[config.mk]
export PLATFORM = sky130hd
export DESIGN_NAME = dual_ref_supervisor
export DESIGN_NICKNAME = d
export VERILOG_FILES = /design/src/rtl/refmon_pkg.sv /design/src/rtl/refmon_edge.sv /design/src/rtl/refmon_watch.sv /design/src/rtl/refmon_mode.sv /design/src/rtl/dual_ref_supervisor.sv
export SDC_FILE = /design/constraint.sdc
export NUM_CORES = 1
export LEC_CHECK = 0
export ABC_AREA = 0
export BUFFER_PORTS_ARGS = -buffer_cell sky130_fd_sc_hd__buf_4
export CORE_UTILIZATION = 59
export DETAILED_ROUTE_END_ITERATION = 10
export PLACE_DENSITY = 0.76
export SYNTH_ARGS = -nofsm -noshare
export SYNTH_HDL_FRONTEND = slang
export SYNTH_SLANG_ARGS = --single-unit
[constraint.sdc]
create_clock -name clk -period 2.2 [get_ports clk]
set_clock_uncertainty 0.1 [all_clocks]
set_input_delay 0.33 -clock clk [delete_from_list [all_inputs] [get_ports clk]]
set_output_delay 0.33 -clock clk [all_outputs]
set_load 0.02 [all_outputs]
[src/rtl/refmon_pkg.sv]
package refmon_pkg;

  typedef enum logic [1:0] {
    MODE_OFF   = 2'd0,
    MODE_TRACK = 2'd1,
    MODE_HOLD  = 2'd2,
    MODE_FREE  = 2'd3
  } ref_mode_e;

  // Mode choice: tristate first, then free run, then hold, then track.
  function automatic ref_mode_e pick_mode(input logic ts, input logic force_fr,
                                          input logic pres_sel, input logic pres_oth);
    if (ts) return MODE_OFF;
    if (force_fr || (!pres_sel && !pres_oth)) return MODE_FREE;
    if (!pres_sel) return MODE_HOLD;
    return MODE_TRACK;
  endfunction

  // Is an edge spacing inside the acceptance band?
  function automatic logic gap_ok(input int unsigned gap, input int unsigned period,
                                  input int unsigned tol);
    return (gap >= period - tol) && (gap <= period + tol);
  endfunction

endpackage

[src/rtl/refmon_edge.sv]
module refmon_edge #(
  parameter int STAGES = 2
) (
  input  logic clk,
  input  logic rst_n,
  input  logic din,
  output logic rise
);
  logic [STAGES:0] sh;

  always_ff @(posedge clk) begin
    if (!rst_n) sh <= '0;
    else        sh <= {sh[STAGES-1:0], din};
  end

  assign rise = sh[STAGES-1] & ~sh[STAGES];
endmodule

[src/rtl/refmon_watch.sv]
module refmon_watch
  import refmon_pkg::*;
#(
  parameter int PERIOD_CYC = 15625,
  parameter int LATE_CYC   = 1250,
  parameter int TOL_CYC    = 781
) (
  input  logic clk,
  input  logic rst_n,
  input  logic rise,
  output logic present
);
  localparam int LIMIT = PERIOD_CYC + LATE_CYC;
  localparam int CW    = $clog2(LIMIT + 1);
  localparam logic [CW-1:0] LIMIT_V = CW'(LIMIT);

  logic [CW-1:0] gap;
  logic          in_band;

  assign in_band = gap_ok(32'(gap), PERIOD_CYC, TOL_CYC);

  always_ff @(posedge clk) begin
    if (!rst_n) begin
      gap     <= LIMIT_V;
      present <= 1'b0;
    end else if (rise) begin
      gap <= '0;
      if (!present && in_band) present <= 1'b1;
    end else begin
      if (gap != LIMIT_V) gap <= gap + 1'b1;
      if (gap == LIMIT_V - 1'b1) present <= 1'b0;
    end
  end
endmodule

[src/rtl/refmon_mode.sv]
module refmon_mode
  import refmon_pkg::*;
(
  input  logic       clk,
  input  logic       rst_n,
  input  logic       ts,
  input  logic       force_fr,
  input  logic       sel,
  input  logic [1:0] pres,
  output logic       alarm,
  output logic       free_run,
  output logic       pd_enable,
  output logic       sel_out,
  output logic       out_enable
);
  ref_mode_e mode;
  logic      alarm_q, sel_q;
  logic      pres_sel, pres_oth;

  assign pres_sel = sel ? pres[1] : pres[0];
  assign pres_oth = sel ? pres[0] : pres[1];

  always_ff @(posedge clk) begin
    if (!rst_n) begin
      mode    <= MODE_FREE;
      alarm_q <= 1'b0;
      sel_q   <= 1'b0;
    end else begin
      mode    <= pick_mode(ts, force_fr, pres_sel, pres_oth);
      alarm_q <= !ts && !pres_sel;
      sel_q   <= !ts && sel;
    end
  end

  assign alarm      = alarm_q;
  assign sel_out    = sel_q;
  assign free_run   = (mode == MODE_FREE);
  assign pd_enable  = (mode == MODE_TRACK);
  assign out_enable = (mode != MODE_OFF);
endmodule

[src/rtl/dual_ref_supervisor.sv]
module dual_ref_supervisor #(
  parameter int PERIOD_CYC = 15625,
  parameter int LATE_CYC   = 1250,
  parameter int TOL_CYC    = 781,
  parameter int SYNC_STG   = 2
) (
  input  logic clk,
  input  logic rst_n,
  input  logic ref_a_in,
  input  logic ref_b_in,
  input  logic ref_sel,
  input  logic force_free,
  input  logic tristate_req,
  output logic alarm,
  output logic free_run,
  output logic pd_enable,
  output logic ref_sel_out,
  output logic out_enable
);
  localparam int NREF = 2;

  logic [NREF-1:0] refs;
  logic [NREF-1:0] rise;
  logic [NREF-1:0] pres;

  assign refs = {ref_b_in, ref_a_in};

  for (genvar i = 0; i < NREF; i++) begin : g_ref
    refmon_edge #(.STAGES(SYNC_STG)) u_edge (
      .clk(clk), .rst_n(rst_n), .din(refs[i]), .rise(rise[i])
    );
    refmon_watch #(.PERIOD_CYC(PERIOD_CYC), .LATE_CYC(LATE_CYC), .TOL_CYC(TOL_CYC)) u_watch (
      .clk(clk), .rst_n(rst_n), .rise(rise[i]), .present(pres[i])
    );
  end

  refmon_mode u_mode (
    .clk(clk), .rst_n(rst_n), .ts(tristate_req), .force_fr(force_free),
    .sel(ref_sel), .pres(pres), .alarm(alarm), .free_run(free_run),
    .pd_enable(pd_enable), .sel_out(ref_sel_out), .out_enable(out_enable)
  );
endmodule

==> reports/summary.txt <==
Register-to-Register Path Depth = 4
CTS Hold Buffers Added = 0
n_diodes = 0
H-tree depth = 2
VDD IR max = 0.4625 mV
WL/cell = 13.53 µm
FF-to-FF End = g_ref[0].u_watch.present
Skew-Pair Late Insertion Delay = 0.35 ns
Reg2Reg Setup Slack = 0.26 ns
ratio of cells with drive above 1 in the final layout = 0.1044
Core Util, Final = 0.6952
Final setup viols = 0
pin count of the biggest net entering global routing = 31
LEAKAGE = 0.0008628 µW
worst hold endpoint = u_mode.alarm
Synth area leaders = dfxtp_1, xnor2_1, o21ai_0
Longest Clk Path Bufs = 2
Main synth FF type = dfxtp_1
worst hold path depth = 2
Post-CTS Setup Bufs = 0
vias in the first global route = 1483
fin crit share = 0.8814
crit path capture type = register
Crit Path Category = register to register
Synth Area in XOR/XNOR = 0.1034
sequential fraction of the synthesis area = 0.4138
Post-Syn Nets = 254
largest family of logic cells by synthesized area = simple AND/OR/NAND/NOR gates
startpoint types = register
Worst slew margin = 0.5763
Avg Vias per Cell = 5.812
Worst Hold Launch = tristate_req
fmax = 515.7 MHz
initial antenna violation count = 0
Core ar. = 0.003153 mm²
unrepaired setup endpoints after global routing = no
CP required = 2.35 ns
Hold Vio Cnt, Final = 0
port bufs = 11
Setup crit start = g_ref[0].u_watch.gap[11]
reg-to-reg startpoint = g_ref[0].u_watch.gap[11]
# rows = 20
fillcell total = 253
nets = 261
Clk pin slew, worst setup/hold paths = 0.12 ns
slowest CP cell = or4b_1
full die area = 0.003683 mm²
Initial Util = 0.6444
io pins = 12
first-pass GRT wire length = 6575 µm
#FFs+latches synth = 42
Final Slew Violations = 0
Synth Instances = 241
Resized Gates After CTS = 0
Starting DRT DRC Count = 98
hpwl dp = 2812 µm
Post-Synth Adder-Cell Area = 0.03695
min-delay worst type = primary input to register
crit path DAT = 2.09 ns
actual slew at the worst max-slew pin = 0.6297 ns
Via Count = 1703
GR Util All Layers = 0.2438
# clock sinks = 42
Worst Path Max Fanout = 5
DIE HEIGHT = 60.69 µm
Post-Synth Simple-Gate Area = 0.2882
Avg Inst Size Synth = 8.431 µm²
Compound-Gate Fraction of Synth Area = 0.1059
synth unique cells = 39
final WL = 3965 µm
Pre-Repair DR Iteration Count = 4
gr ovfl total = 0
Synth async-reset ratio = 0
EDFF count, synth = 0
max-cap check violation count = 0
synth warn = 0
mux contribution to synthesized area = 0.005542
Die X = 60.69 µm
Layout area overhead = 7.882%
Root Buffer = clkbuf_4
Residual DRC = 0
most numerous cell in the Yosys netlist = dfxtp_1
Yosys top cell area share = 0.4138
TritonCTS clock tree = done
pwr/cell area = 788.9 mW/mm²
run status = complete, no violations
GP Congestion = 0.8586
CTS buffer count = 5
Netlist Area Pre-Place = 0.002032 mm²
Setup TNS = 0 ns
CP Cell Sequence = or4b_1 -> nor4_1 -> a31o_2 -> a21oi_1
Critical Path Max Stage Delay = 0.56 ns
Post-DRT Antenna Nets = 0
min Tclk post-route = 1.939 ns
synth cell count leaders = dfxtp_1, xnor2_1, nor2_1
Synth area leader = dfxtp_1
## power by group
part	internal (µW)	switching, µW	total, µW
clock network	155	241	396
registers	829	104	933
logic	180	221	401
total	1160	565	1730
## flip-flops by register name, summed over array words and instances (netlist names)
| signal | cells |
|---|---|
| u_mode.mode | 2 |
| u_mode.sel_out | 1 |
| g_ref.u_edge.sh | 6 |
| g_ref.u_watch.present | 2 |
| u_mode.alarm | 1 |
| g_ref.u_watch.gap | 30 |
## cell families (layout without fill, tap and decap cells)
| kind of cell | Yosys count | after routing |
|---|---|---|
| multiplexers | 1 | 1 |
| XOR/XNOR | 24 | 24 |
| AO/OA/AOI/OAI | 35 | 35 |
| flip-flops | 42 | 42 |
| buffers and inverters | 25 | 33 |
| adder cells (fa/ha/maj) | 6 | 6 |
| AND/OR/NAND/NOR | 108 | 108 |
## layer usage
metal,track usage,wire [µm],vias to the layer above
met1,0.3236,1846,792
met4,0.1006,52,0
met3,0.05757,240,7
li1,-,-,854
met2,0.3830,1826,50
met5,0,0,-
## final cells by class
cell class | count | area [µm²] | area share
inverter | 13 | 48.80 | 0.02226
clock inverter | 1 | 5.005 | 0.002283
tap | 44 | 55.05 | 0.02511
sequential | 42 | 840.8 | 0.3836
timing repair buffer | 12 | 90.09 | 0.04110
clock buffer | 7 | 55.05 | 0.02511
multi-input combinational | 174 | 1097 | 0.5006
## worst max path at each step
stage                                          end  slack, ns  cells after the start
after floorplan           g_ref[1].u_watch.present       0.39                      4
after global placement    g_ref[1].u_watch.present       0.34                      4
after detailed placement  g_ref[0].u_watch.present       0.29                      4
after CTS                 g_ref[0].u_watch.present       0.27                      4
after global routing      g_ref[0].u_watch.present       0.15                      4
final                     g_ref[0].u_watch.present       0.26                      4
## cell usage in the layout (no fill, tap or decap), types with 5 or more instances in the layout
cell type  instances
a21oi_1            5
and2_1             8
buf_4             12
clkbuf_4           5
dfxtp_1           42
ha_1               6
inv_1             13
nand2_1           15
nand3_1           14
nand4_1            7
nor2_1            20
nor3_1            10
nor4_1            11
o21ai_0           17
xnor2_1           21
## through the flow
step,power [µW],setup slack (ns),cell area [µm²],hold slack [ns],std cells
floorplan,1244,0.3901,2032,0.3058,241
global placement,1319,0.3442,2132,0.3263,285
detailed placement,1343,0.2918,2132,0.3388,285
CTS,1736,0.2701,2192,0.03613,293
global route,1840,0.1541,2192,0.02778,293
finish,1729,0.2610,2192,0.04315,293
## worst max-delay path: cells and delay by family (launching register included)
family	cells	cell delay (ns)
simple gates	2	1.07
flops	1	0.38
compound gates	2	0.29
No activity file was read; power rests on OpenSTA's default activity.
